<file path="src/rtl/pwr_state_pkg.sv">
package pwr_state_pkg;

  localparam int NUM_ST  = 9;
  localparam int ST_W    = 4;
  localparam int TGT_W   = 2;

  typedef enum logic [ST_W-1:0] {
    ST_C0 = 4'd0,
    ST_C2 = 4'd1,
    ST_C3 = 4'd2,
    ST_C4 = 4'd3,
    ST_S1 = 4'd4,
    ST_S3 = 4'd5,
    ST_S4 = 4'd6,
    ST_S5 = 4'd7,
    ST_G3 = 4'd8
  } pwr_st_e;

  typedef enum logic [1:0] {
    HIST_NONE = 2'd0,
    HIST_C3   = 2'd1,
    HIST_C4   = 2'd2
  } idle_hist_e;

  // Processor idle levels below C0.
  function automatic logic is_idle(input pwr_st_e s);
    return (s == ST_C2) || (s == ST_C3) || (s == ST_C4);
  endfunction

  // Sleeping or soft-off: a wake event leads back to C0.
  function automatic logic is_asleep(input pwr_st_e s);
    return (s == ST_S1) || (s == ST_S3) || (s == ST_S4) || (s == ST_S5);
  endfunction

  // Any non-working state; exits from these are subject to deferral.
  function automatic logic is_rest(input pwr_st_e s);
    return is_asleep(s) || (s == ST_G3);
  endfunction

  function automatic pwr_st_e sleep_target(input logic [TGT_W-1:0] code);
    case (code)
      2'b00:   return ST_S1;
      2'b01:   return ST_S3;
      2'b10:   return ST_S4;
      default: return ST_S5;
    endcase
  endfunction

  function automatic pwr_st_e deep_pick(input logic deep);
    return deep ? ST_C4 : ST_C3;
  endfunction

  function automatic pwr_st_e bm_exit(input logic to_c2);
    return to_c2 ? ST_C2 : ST_C0;
  endfunction

  function automatic logic [NUM_ST-1:0] st_onehot(input pwr_st_e s);
    logic [NUM_ST-1:0] r;
    r = '0;
    r[int'(s)] = 1'b1;
    return r;
  endfunction

endpackage

</file>
<file path="src/rtl/pwr_wake_defer.sv">
module pwr_wake_defer (
  input  logic clk,
  input  logic rst_n,
  input  logic in_rest,
  input  logic exit_req,
  input  logic batt_low,
  input  logic pfail,
  input  logic pbo,
  output logic exit_go,
  output logic pend_q
);

  logic want;
  logic pend_d;

  assign want    = in_rest && (exit_req || pend_q);
  assign exit_go = want && !batt_low && !pfail && !pbo;

  always_comb begin
    pend_d = pend_q;
    if (pfail || !in_rest)         pend_d = 1'b0;
    else if (exit_go)              pend_d = 1'b0;
    else if (exit_req)             pend_d = 1'b1;
  end

  always_ff @(posedge clk or negedge rst_n) begin
    if (!rst_n) pend_q <= 1'b0;
    else        pend_q <= pend_d;
  end

endmodule

</file>
<file path="src/rtl/pwr_idle_hist.sv">
module pwr_idle_hist
  import pwr_state_pkg::*;
(
  input  logic       clk,
  input  logic       rst_n,
  input  pwr_st_e    cur,
  input  pwr_st_e    nxt,
  output idle_hist_e hist_q
);

  idle_hist_e hist_d;

  always_comb begin
    hist_d = hist_q;
    if (nxt != cur) begin
      if (!is_idle(nxt)) begin
        hist_d = HIST_NONE;
      end else begin
        case (cur)
          ST_C4:   hist_d = HIST_C4;
          ST_C3:   hist_d = (hist_q == HIST_C4) ? HIST_C4 : HIST_C3;
          ST_C2:   hist_d = hist_q;
          default: hist_d = HIST_NONE;
        endcase
      end
    end
  end

  always_ff @(posedge clk or negedge rst_n) begin
    if (!rst_n) hist_q <= HIST_NONE;
    else        hist_q <= hist_d;
  end

endmodule

</file>
<file path="src/rtl/pwr_next_state.sv">
module pwr_next_state
  import pwr_state_pkg::*;
(
  input  pwr_st_e          cur,
  input  idle_hist_e       hist,
  input  logic             pfail,
  input  logic             pbo_eff,
  input  logic             brk,
  input  logic             bm,
  input  logic             pret,
  input  logic             exit_go,
  input  logic             bm_idle,
  input  logic             deep_sel,
  input  logic             bm_to_c2,
  input  logic             ret_on,
  input  logic             sleep_req,
  input  logic [TGT_W-1:0] sleep_tgt,
  input  logic             idle_req,
  output pwr_st_e          nxt
);

  logic c2_fall;
  logic c3_fall;

  assign c2_fall = (hist != HIST_NONE) && bm_idle;
  assign c3_fall = (hist == HIST_C4) && bm_idle && deep_sel;

  always_comb begin
    nxt = cur;
    if (pfail) begin
      nxt = ST_G3;
    end else if (pbo_eff) begin
      nxt = ST_S5;
    end else begin
      case (cur)
        ST_C0: begin
          if (sleep_req)     nxt = sleep_target(sleep_tgt);
          else if (idle_req) nxt = ST_C2;
        end
        ST_C2: begin
          if (brk)           nxt = ST_C0;
          else if (c2_fall)  nxt = deep_pick(deep_sel);
          else if (idle_req) nxt = deep_pick(deep_sel);
        end
        ST_C3: begin
          if (brk)           nxt = ST_C0;
          else if (bm)       nxt = bm_exit(bm_to_c2);
          else if (c3_fall)  nxt = ST_C4;
        end
        ST_C4: begin
          if (brk)           nxt = ST_C0;
          else if (bm)       nxt = bm_exit(bm_to_c2);
        end
        ST_S1, ST_S3, ST_S4, ST_S5: begin
          if (exit_go)       nxt = ST_C0;
        end
        ST_G3: begin
          if (exit_go)             nxt = ST_C0;
          else if (pret && !ret_on) nxt = ST_S5;
        end
        default: nxt = ST_G3;
      endcase
    end
  end

endmodule

</file>
<file path="src/rtl/pwr_state_ctrl.sv">
module pwr_state_ctrl
  import pwr_state_pkg::*;
(
  input  logic              clk,
  input  logic              rst_n,
  input  logic              brk_evt,
  input  logic              bm_evt,
  input  logic              wake_evt,
  input  logic              pbo_evt,
  input  logic              pfail_evt,
  input  logic              pret_evt,
  input  logic              bm_idle,
  input  logic              batt_low,
  input  logic              deep_sel,
  input  logic              bm_to_c2,
  input  logic              ret_on,
  input  logic              sleep_req,
  input  logic [TGT_W-1:0]  sleep_tgt,
  input  logic              idle_req,
  output logic [NUM_ST-1:0] state_oh,
  output logic              state_chg
);

  pwr_st_e    cur_q;
  pwr_st_e    nxt;
  idle_hist_e hist_q;

  // Named internal events, also observed by the bound checker.
  logic in_rest;
  logic pbo_eff;
  logic exit_req;
  logic exit_go;
  logic pend_q;

  assign in_rest  = is_rest(cur_q);
  assign pbo_eff  = pbo_evt && (cur_q != ST_G3);
  assign exit_req = (is_asleep(cur_q) && wake_evt) ||
                    ((cur_q == ST_G3) && pret_evt && ret_on);

  pwr_wake_defer u_defer (
    .clk      (clk),
    .rst_n    (rst_n),
    .in_rest  (in_rest),
    .exit_req (exit_req),
    .batt_low (batt_low),
    .pfail    (pfail_evt),
    .pbo      (pbo_eff),
    .exit_go  (exit_go),
    .pend_q   (pend_q)
  );

  pwr_idle_hist u_hist (
    .clk    (clk),
    .rst_n  (rst_n),
    .cur    (cur_q),
    .nxt    (nxt),
    .hist_q (hist_q)
  );

  pwr_next_state u_next (
    .cur       (cur_q),
    .hist      (hist_q),
    .pfail     (pfail_evt),
    .pbo_eff   (pbo_eff),
    .brk       (brk_evt),
    .bm        (bm_evt),
    .pret      (pret_evt),
    .exit_go   (exit_go),
    .bm_idle   (bm_idle),
    .deep_sel  (deep_sel),
    .bm_to_c2  (bm_to_c2),
    .ret_on    (ret_on),
    .sleep_req (sleep_req),
    .sleep_tgt (sleep_tgt),
    .idle_req  (idle_req),
    .nxt       (nxt)
  );

  always_ff @(posedge clk or negedge rst_n) begin
    if (!rst_n) begin
      cur_q     <= ST_G3;
      state_chg <= 1'b0;
    end else begin
      cur_q     <= nxt;
      state_chg <= (nxt != cur_q);
    end
  end

  assign state_oh = st_onehot(cur_q);

endmodule

</file>
<file path="config.mk">
export PLATFORM = sky130hd
export DESIGN_NAME = pwr_state_ctrl
export DESIGN_NICKNAME = d
export VERILOG_FILES = /design/src/rtl/pwr_state_pkg.sv /design/src/rtl/pwr_wake_defer.sv /design/src/rtl/pwr_idle_hist.sv /design/src/rtl/pwr_next_state.sv /design/src/rtl/pwr_state_ctrl.sv
export SDC_FILE = /design/constraint.sdc
export NUM_CORES = 1
export LEC_CHECK = 0
export BUFFER_PORTS_ARGS = -buffer_cell sky130_fd_sc_hd__clkbuf_2
export CORE_UTILIZATION = 44
export DETAILED_ROUTE_END_ITERATION = 7
export HOLD_SLACK_MARGIN = 0.05
export PLACE_DENSITY = 0.75
export SYNTH_ARGS = -nofsm -noshare
export SYNTH_HDL_FRONTEND = slang
export SYNTH_HIERARCHICAL = 1
export SYNTH_SLANG_ARGS = --single-unit
</file>
<file path="constraint.sdc">
create_clock -name clk -period 2.6 [get_ports clk]
set_input_delay 0.52 -clock clk [delete_from_list [all_inputs] [get_ports clk]]
set_output_delay 0.52 -clock clk [all_outputs]
set_load 0.1 [all_outputs]
</file>
[Yosys cells after proc, flatten, opt, wreduce, memory -nomap -nowiden]
Cells that the tools add are included.
Word-level totals
  memory bits (read-only): 0
  RAM bits: 0
  word-level logic and storage cells: 83
  bits of input ports: 17
  register bits after elaboration: 8
  output and inout bits: 10
  memories kept: 0
  bits in latches: 0
Operators by class
  div/mod/pow operators: 0
  multipliers: 0
  bitwise operators: 0
  reduce and logical (&&, ||, !) cells: 33
  mux-type cells: 27
  add/sub/neg operators: 0
  equal/unequal tests: 17
  magnitude comparators: 2
  shift operators: 0
Operators by type and width (number)
  $mux W4: 15
  $pmux W4 S6: 1
  $eq A4 B2 Y1 const B: 4
  $eq A4 B3 Y1 const B: 4
  $logic_and A1 B1 Y1: 13
  $pmux W2 S3: 2
  $logic_or A1 B1 Y1: 9
  $eq A4 B1 Y1 const B: 2
  $mux W1: 6
  $logic_not A1 Y1: 5
  $lt A4 B5 Y1 const B: 1
  $demux W1 S4: 1
  $eq A2 B2 Y1 const B: 2
  $eq A4 B4 Y1 const B: 1
  $ge A4 B1 Y1 const B: 1
  $logic_not A4 Y1: 1
  $mux W2: 2
  $ne A4 B4 Y1: 1
  $ne A4 B4 Y1 const B: 1
  $reduce_or A4 Y1: 1
  $reduce_bool A3 Y1: 1
  $eq A2 B1 Y1 const B: 1
  $logic_not A2 Y1: 1
  $ne A2 B2 Y1 const B: 1
  2 further kinds: 2

[Depth between registers and ports, before layout]
  depth after elaboration: 20
  gate-level depth with buffers: 11
  gate-level depth less buffers: 10

[Cells and area by module]
Netlist, hierarchy kept.
Modules (own cells, without submodules)
  pwr_state_ctrl: times used 1, cells an instance 29, sequential area each 126.4 um^2, area each 296.5 um^2
  pwr_next_state: times used 1, cells an instance 36, sequential area each 0.0 um^2, area each 232.7 um^2
  pwr_idle_hist: times used 1, cells an instance 18, sequential area each 50.0 um^2, area each 182.7 um^2
  pwr_wake_defer: times used 1, cells an instance 6, sequential area each 25.0 um^2, area each 63.8 um^2

[Worst setup path before layout]
Ideal clock, no wire load.
  path kind: register -> output
  start: register cur_q[2]
  end: output port state_oh[0]
  setup slack: -1471 ps
  data arrival time: 3551 ps
  path buffers: 1
  cell stages (with the launch flop): 3
  path through: dfrtp_1 buf_6 nor4_1
On the way
  longest elaborated chain between the ends: 4
RTL lines
  start: declaration: RTL line pwr_state_ctrl.sv:24  | pwr_st_e cur_q;
  start signal: assignment: RTL line pwr_state_ctrl.sv:84  | cur_q <= nxt;
  $lt A4 B5 Y1 (implied by the code) / $ge A4 B1 Y1 (equally long branches): RTL line pwr_state_pkg.sv:60  | r[int'(s)] = 1'b1;
  $logic_and A1 B1 Y1 (implied by the code): RTL line pwr_state_pkg.sv:60
  $mux W1 (implied by the code): RTL line pwr_state_pkg.sv:60
  $demux W1 S4 *
  end: declaration: RTL line pwr_state_ctrl.sv:20  | output logic [NUM_ST-1:0] state_oh,
Mark *: on every way between the ends. The rest lies on a longest branch, timed or not.

[Final worst setup path]
  start: register cur_q[3]
  end: register u_hist.hist_q[0]
RTL lines
  $eq A4 B3 Y1: RTL line pwr_state_pkg.sv:32  | return (s == ST_S1) || (s == ST_S3) || (s == ST_S4) || (s == ST_S5);
  $logic_or A1 B1 Y1 (3 in a row): RTL line pwr_state_pkg.sv:32
  $logic_or A1 B1 Y1 *: RTL line pwr_state_pkg.sv:37  | return is_asleep(s) || (s == ST_G3);
  net in_rest: RTL line pwr_state_ctrl.sv:29  | logic in_rest;
  $logic_and A1 B1 Y1 *: RTL line pwr_wake_defer.sv:16  | assign want = in_rest && (exit_req || pend_q);
  $logic_and A1 B1 Y1 * (3 in a row): RTL line pwr_wake_defer.sv:17  | assign exit_go = want && !batt_low && !pfail && !pbo;
  net exit_go: RTL line pwr_state_ctrl.sv:32  | logic exit_go;
  $mux W4 (on tied branches): RTL line pwr_next_state.sv:58, pwr_next_state.sv:55
  $pmux W4 S6 *: RTL line pwr_next_state.sv:35  | case (cur)
  $mux W4 *: RTL line pwr_next_state.sv:32  | end else if (pbo_eff) begin
  $mux W4 *: RTL line pwr_next_state.sv:30  | if (pfail) begin
  net nxt[0]: RTL line pwr_state_ctrl.sv:25  | pwr_st_e nxt;
  $eq A4 B1 Y1 / $eq A4 B2 Y1 (equally long branches): RTL line pwr_state_pkg.sv:27  | return (s == ST_C2) || (s == ST_C3) || (s == ST_C4);
  $logic_or A1 B1 Y1 (2 in a row): RTL line pwr_state_pkg.sv:27
  $ne A2 B2 Y1 (no source line)
  $reduce_and A2 Y1 (no source line)
  end signal: assignment: RTL line pwr_idle_hist.sv:31  | else hist_q <= hist_d;
  end: declaration: RTL line pwr_idle_hist.sv:8  | output idle_hist_e hist_q
Mark *: on every way through the listed nets, which the timed path passes. The rest lies on a longest branch.
A chain may end at the register's enable or synchronous reset.

==> results.tsv <==
stage	metric	value	unit
die	Initial Util	49.2	%
placement	Setup WS pre-CTS	-0.0497	ns
synthesis	Syn Area/Cell	8.72	sq um
detailed_routing	via count	867	
die	I/O pin count	27	
cts	TritonCTS sink count	8	
setup_path	CP max-delay cell	dfstp_2	
layout	P&R area growth vs syn	37.7	%
placement	Port-buffer cells	26	
synthesis	Cell Area, Synth	776	sq um
layout	FILL cells	141	
power_and_ir_drop	Comb power frac	66.1	%
cts	maximum clock path buffer count	2	
power_and_ir_drop	Sw Pwr	0.374	mW
synthesis	Syn Nets	106	
power_and_ir_drop	Total Power	0.754	mW
detailed_routing	DRT iter0 DRCs	26	
sta	final-report hold violation count	0	
power_and_ir_drop	switching part of the total power	49.6	%
die	Core Area	0.00158	sq mm
synthesis	top_reg_cell synth	dfrtp_1	
grt	largest net degree at the start of global routing	18	
sta	final setup margin	-0.0520	ns
die	Die Wd	44.0	microns
die	die height	44.0	microns
cts	H-tree depth	1	
cts	CTS tree	yes	
sta	Tcrit/Tclk final	102	%
layout	layout cells sized above 1	46.9	%
power_and_ir_drop	Internal	0.380	mW
layout	Post-Layout Cell Count	146	
min_path	hold crit path type	input port to asynchronous set/reset pin	
setup_path	WP buf/inv	0	
grt	All-Layer GR Usage	24.5	%
setup_path	Crit path top cell by count	nand2b_4	
die	Row Count	14	
setup_path	startpoint types	register	
detailed_routing	ANT nets after route	0	
setup_path	worst reg2reg startpoint	cur_q[3]	
sta	clock skew	0.0130	ns
layout	area taken by multi-input logic gates	571	sq um
power_and_ir_drop	Flop pwr share	20.6	%
placement	Placer Congestion	0.793	
detailed_routing	Residual DRC	3	
grt	first-pass GRT wire length	3490	microns
detailed_routing	DRT Pass-1 Iters	6	
cts	clock slew at reported path FFs	0.06	ns
setup_path	delay-heaviest family, CP	simple AND/OR/NAND/NOR gates	
status	status	finished, violations left	
setup_path	CP Class	register to register	
cts	clk root buf	clkbuf_4	
run	max cap viols	0	
sta	worst slew pin tran	0.542	ns
power_and_ir_drop	Power per Cell Area	706	mW/mm^2
sta	unrepaired setup endpoints after global routing	yes	
cts	Clock Latency Late Sink	0.25	ns
grt	initial antenna violation count	0	
synthesis	Gate Count Post-Synth	89	
synthesis	number of synthesized register bits	8	
grt	GRT overflow	0	
layout	# diodes	0	
sta	setup_tns	-0.0597	ns
layout	Final #Nets	148	
power_and_ir_drop	Leak	0.469	nW
setup_path	CP Max Fanout	4	
power_and_ir_drop	Clock Power Share	13.3	%
placement	detailed placement HPWL	1550	microns
sta	achievable frequency	0.377	GHz
synthesis	Post-synth EDFFs	0	
setup_path	worst r2r dst	u_hist/hist_q[0]	
synthesis	YS warnings	6	
synthesis	register area share after synthesis	26.0	%
setup_path	Critical Path, Cell by Cell	nor4b_4, nand2b_4, nand2b_4, nor4_4, a221oi_2, a311o_1, xnor2_1, nand4_2, a32oi_1, o22ai_1	
setup_path	worst path required time	2.72	ns
detailed_routing	Routed wire per std cell	14.2	microns
sta	Final Setup Violations	2	
sta	fin crit period	2.65	ns
grt	vias in the first global route	835	
placement	placed cells	138	
layout	Register Area	201	sq um
detailed_routing	Post-Route WL	2070	microns
sta	normalized max-slew margin	64.0	%
setup_path	Reg2Reg Depth	10	
setup_path	CP Capture Type	register	
synthesis	synth unique cells	36	
power_and_ir_drop	worst vdd ir	0.365	mV
die	die area	0.00194	sq mm
detailed_routing	DR vias/cell	5.94	
setup_path	arrival time worst endpoint	2.77	ns
sta	final max-slew violation count	0	
setup_path	Max stage delay on crit path	0.53	ns
cts	TritonCTS Buffers	3	
status	failing checks	DRC, setup timing	
synthesis	asr flop ratio synth	100	%
setup_path	flop2flop setup slack	-0.05	ns
layer usage:
metal | track usage, % | routed length, microns | vias to the layer above
li1 | - | - | 416
met1 | 26.4 | 834 | 417
met2 | 48.4 | 1130 | 32
met3 | 3.75 | 89 | 2
met4 | 7.27 | 12 | 0
met5 | 0 | 0 | -
power groups by stage:
stage,clock network (mW),logic [mW],registers (mW)
floorplan,0,0.305,0.224
CTS,0.103,0.485,0.156
finish,0.100,0.499,0.155
global route,0.111,0.529,0.158
global placement,0,0.456,0.156
detailed placement,0,0.468,0.158
worst register-to-register path: cells and delay by family (launching register included):
kind	cells	cell delay, ns
AO/OA/AOI/OAI	4	0.78
flip-flops	1	0.53
XOR/XNOR	1	0.18
AND/OR/NAND/NOR	5	1.04
sequential cells by signal, summed over array words and instances (netlist names):
| register | cells |
|---|---|
| cur_q | 4 |
| state_chg | 1 |
| u_defer/pend_q | 1 |
| u_hist/hist_q | 2 |
worst max path at each step:
stage	startpoint	endpoint	slack, ns	cells after the start
3_5_place_dp	cur_q[3]	u_hist/hist_q[1]	-0.05	12
2_1_floorplan	cur_q[3]	u_hist/hist_q[0]	-1.14	11
3_3_place_gp	cur_q[3]	u_hist/hist_q[0]	0.02	12
4_1_cts	cur_q[3]	u_hist/hist_q[0]	-0.0005	10
5_1_grt	cur_q[3]	u_hist/hist_q[0]	-0.16	10
6_report	cur_q[3]	u_hist/hist_q[0]	-0.05	10
Yosys cell counts, types with 2 or more instances:
cell | instances | area (sq um)
nor2_1 | 10 | 37.5
dfrtp_1 | 7 | 175
inv_1 | 6 | 22.5
nor2b_1 | 6 | 37.5
xnor2_1 | 6 | 52.6
nor3_1 | 5 | 25.0
a21oi_1 | 4 | 20.0
nand2_1 | 4 | 15.0
nand2b_1 | 4 | 25.0
o21ai_0 | 4 | 20.0
a32oi_1 | 3 | 26.3
o22ai_1 | 3 | 18.8
a21o_2 | 2 | 17.5
nor4_1 | 2 | 12.5
xnor2_2 | 2 | 32.5
what timing repair did:
action,in CTS,in global routing
setup buffers,2,2
endpoints found under the setup margin,2,2
pin swaps,0,7
hold buffers,0,0
gates resized for setup,1,1
layout by cell type, fill, tap and decap left out, types with 4 or more instances in the layout:
cell type,count
buf_4,13
clkbuf_2,26
dfrtp_1,7
inv_1,6
nand2_1,4
nor2_1,10
nor2b_1,5
nor3_1,5
xnor2_1,6
metrics by stage:
stage	utilization, %	instance area, sq um	hold slack [ns]
3_5_place_dp	63.8	1010	0.375
4_1_cts	66.8	1050	0.0994
6_report	67.8	1070	0.0951
2_1_floorplan	-	811	0.224
5_1_grt	67.8	1070	0.0952
3_3_place_gp	63.8	1010	0.370
final cells by class:
class                      instances  area share [%]
clock buffer                       4            2.46
inverter                           6            2.11
multi-input combinational         73            53.4
sequential                         8            18.9
tap                               16            1.87
timing repair buffer              39            21.3
logic make-up (layout without fill, tap and decap cells):
group | after synthesis | count (layout) | share of synthesized area, %
AO/OA/AOI/OAI | 25 | 25 | 24.7
XOR/XNOR | 9 | 9 | 12.1
buffers and inverters | 8 | 49 | 5.00
flip-flops | 8 | 8 | 26.0
AND/OR/NAND/NOR | 39 | 39 | 32.3
No activity file was read; power rests on OpenSTA's default activity.
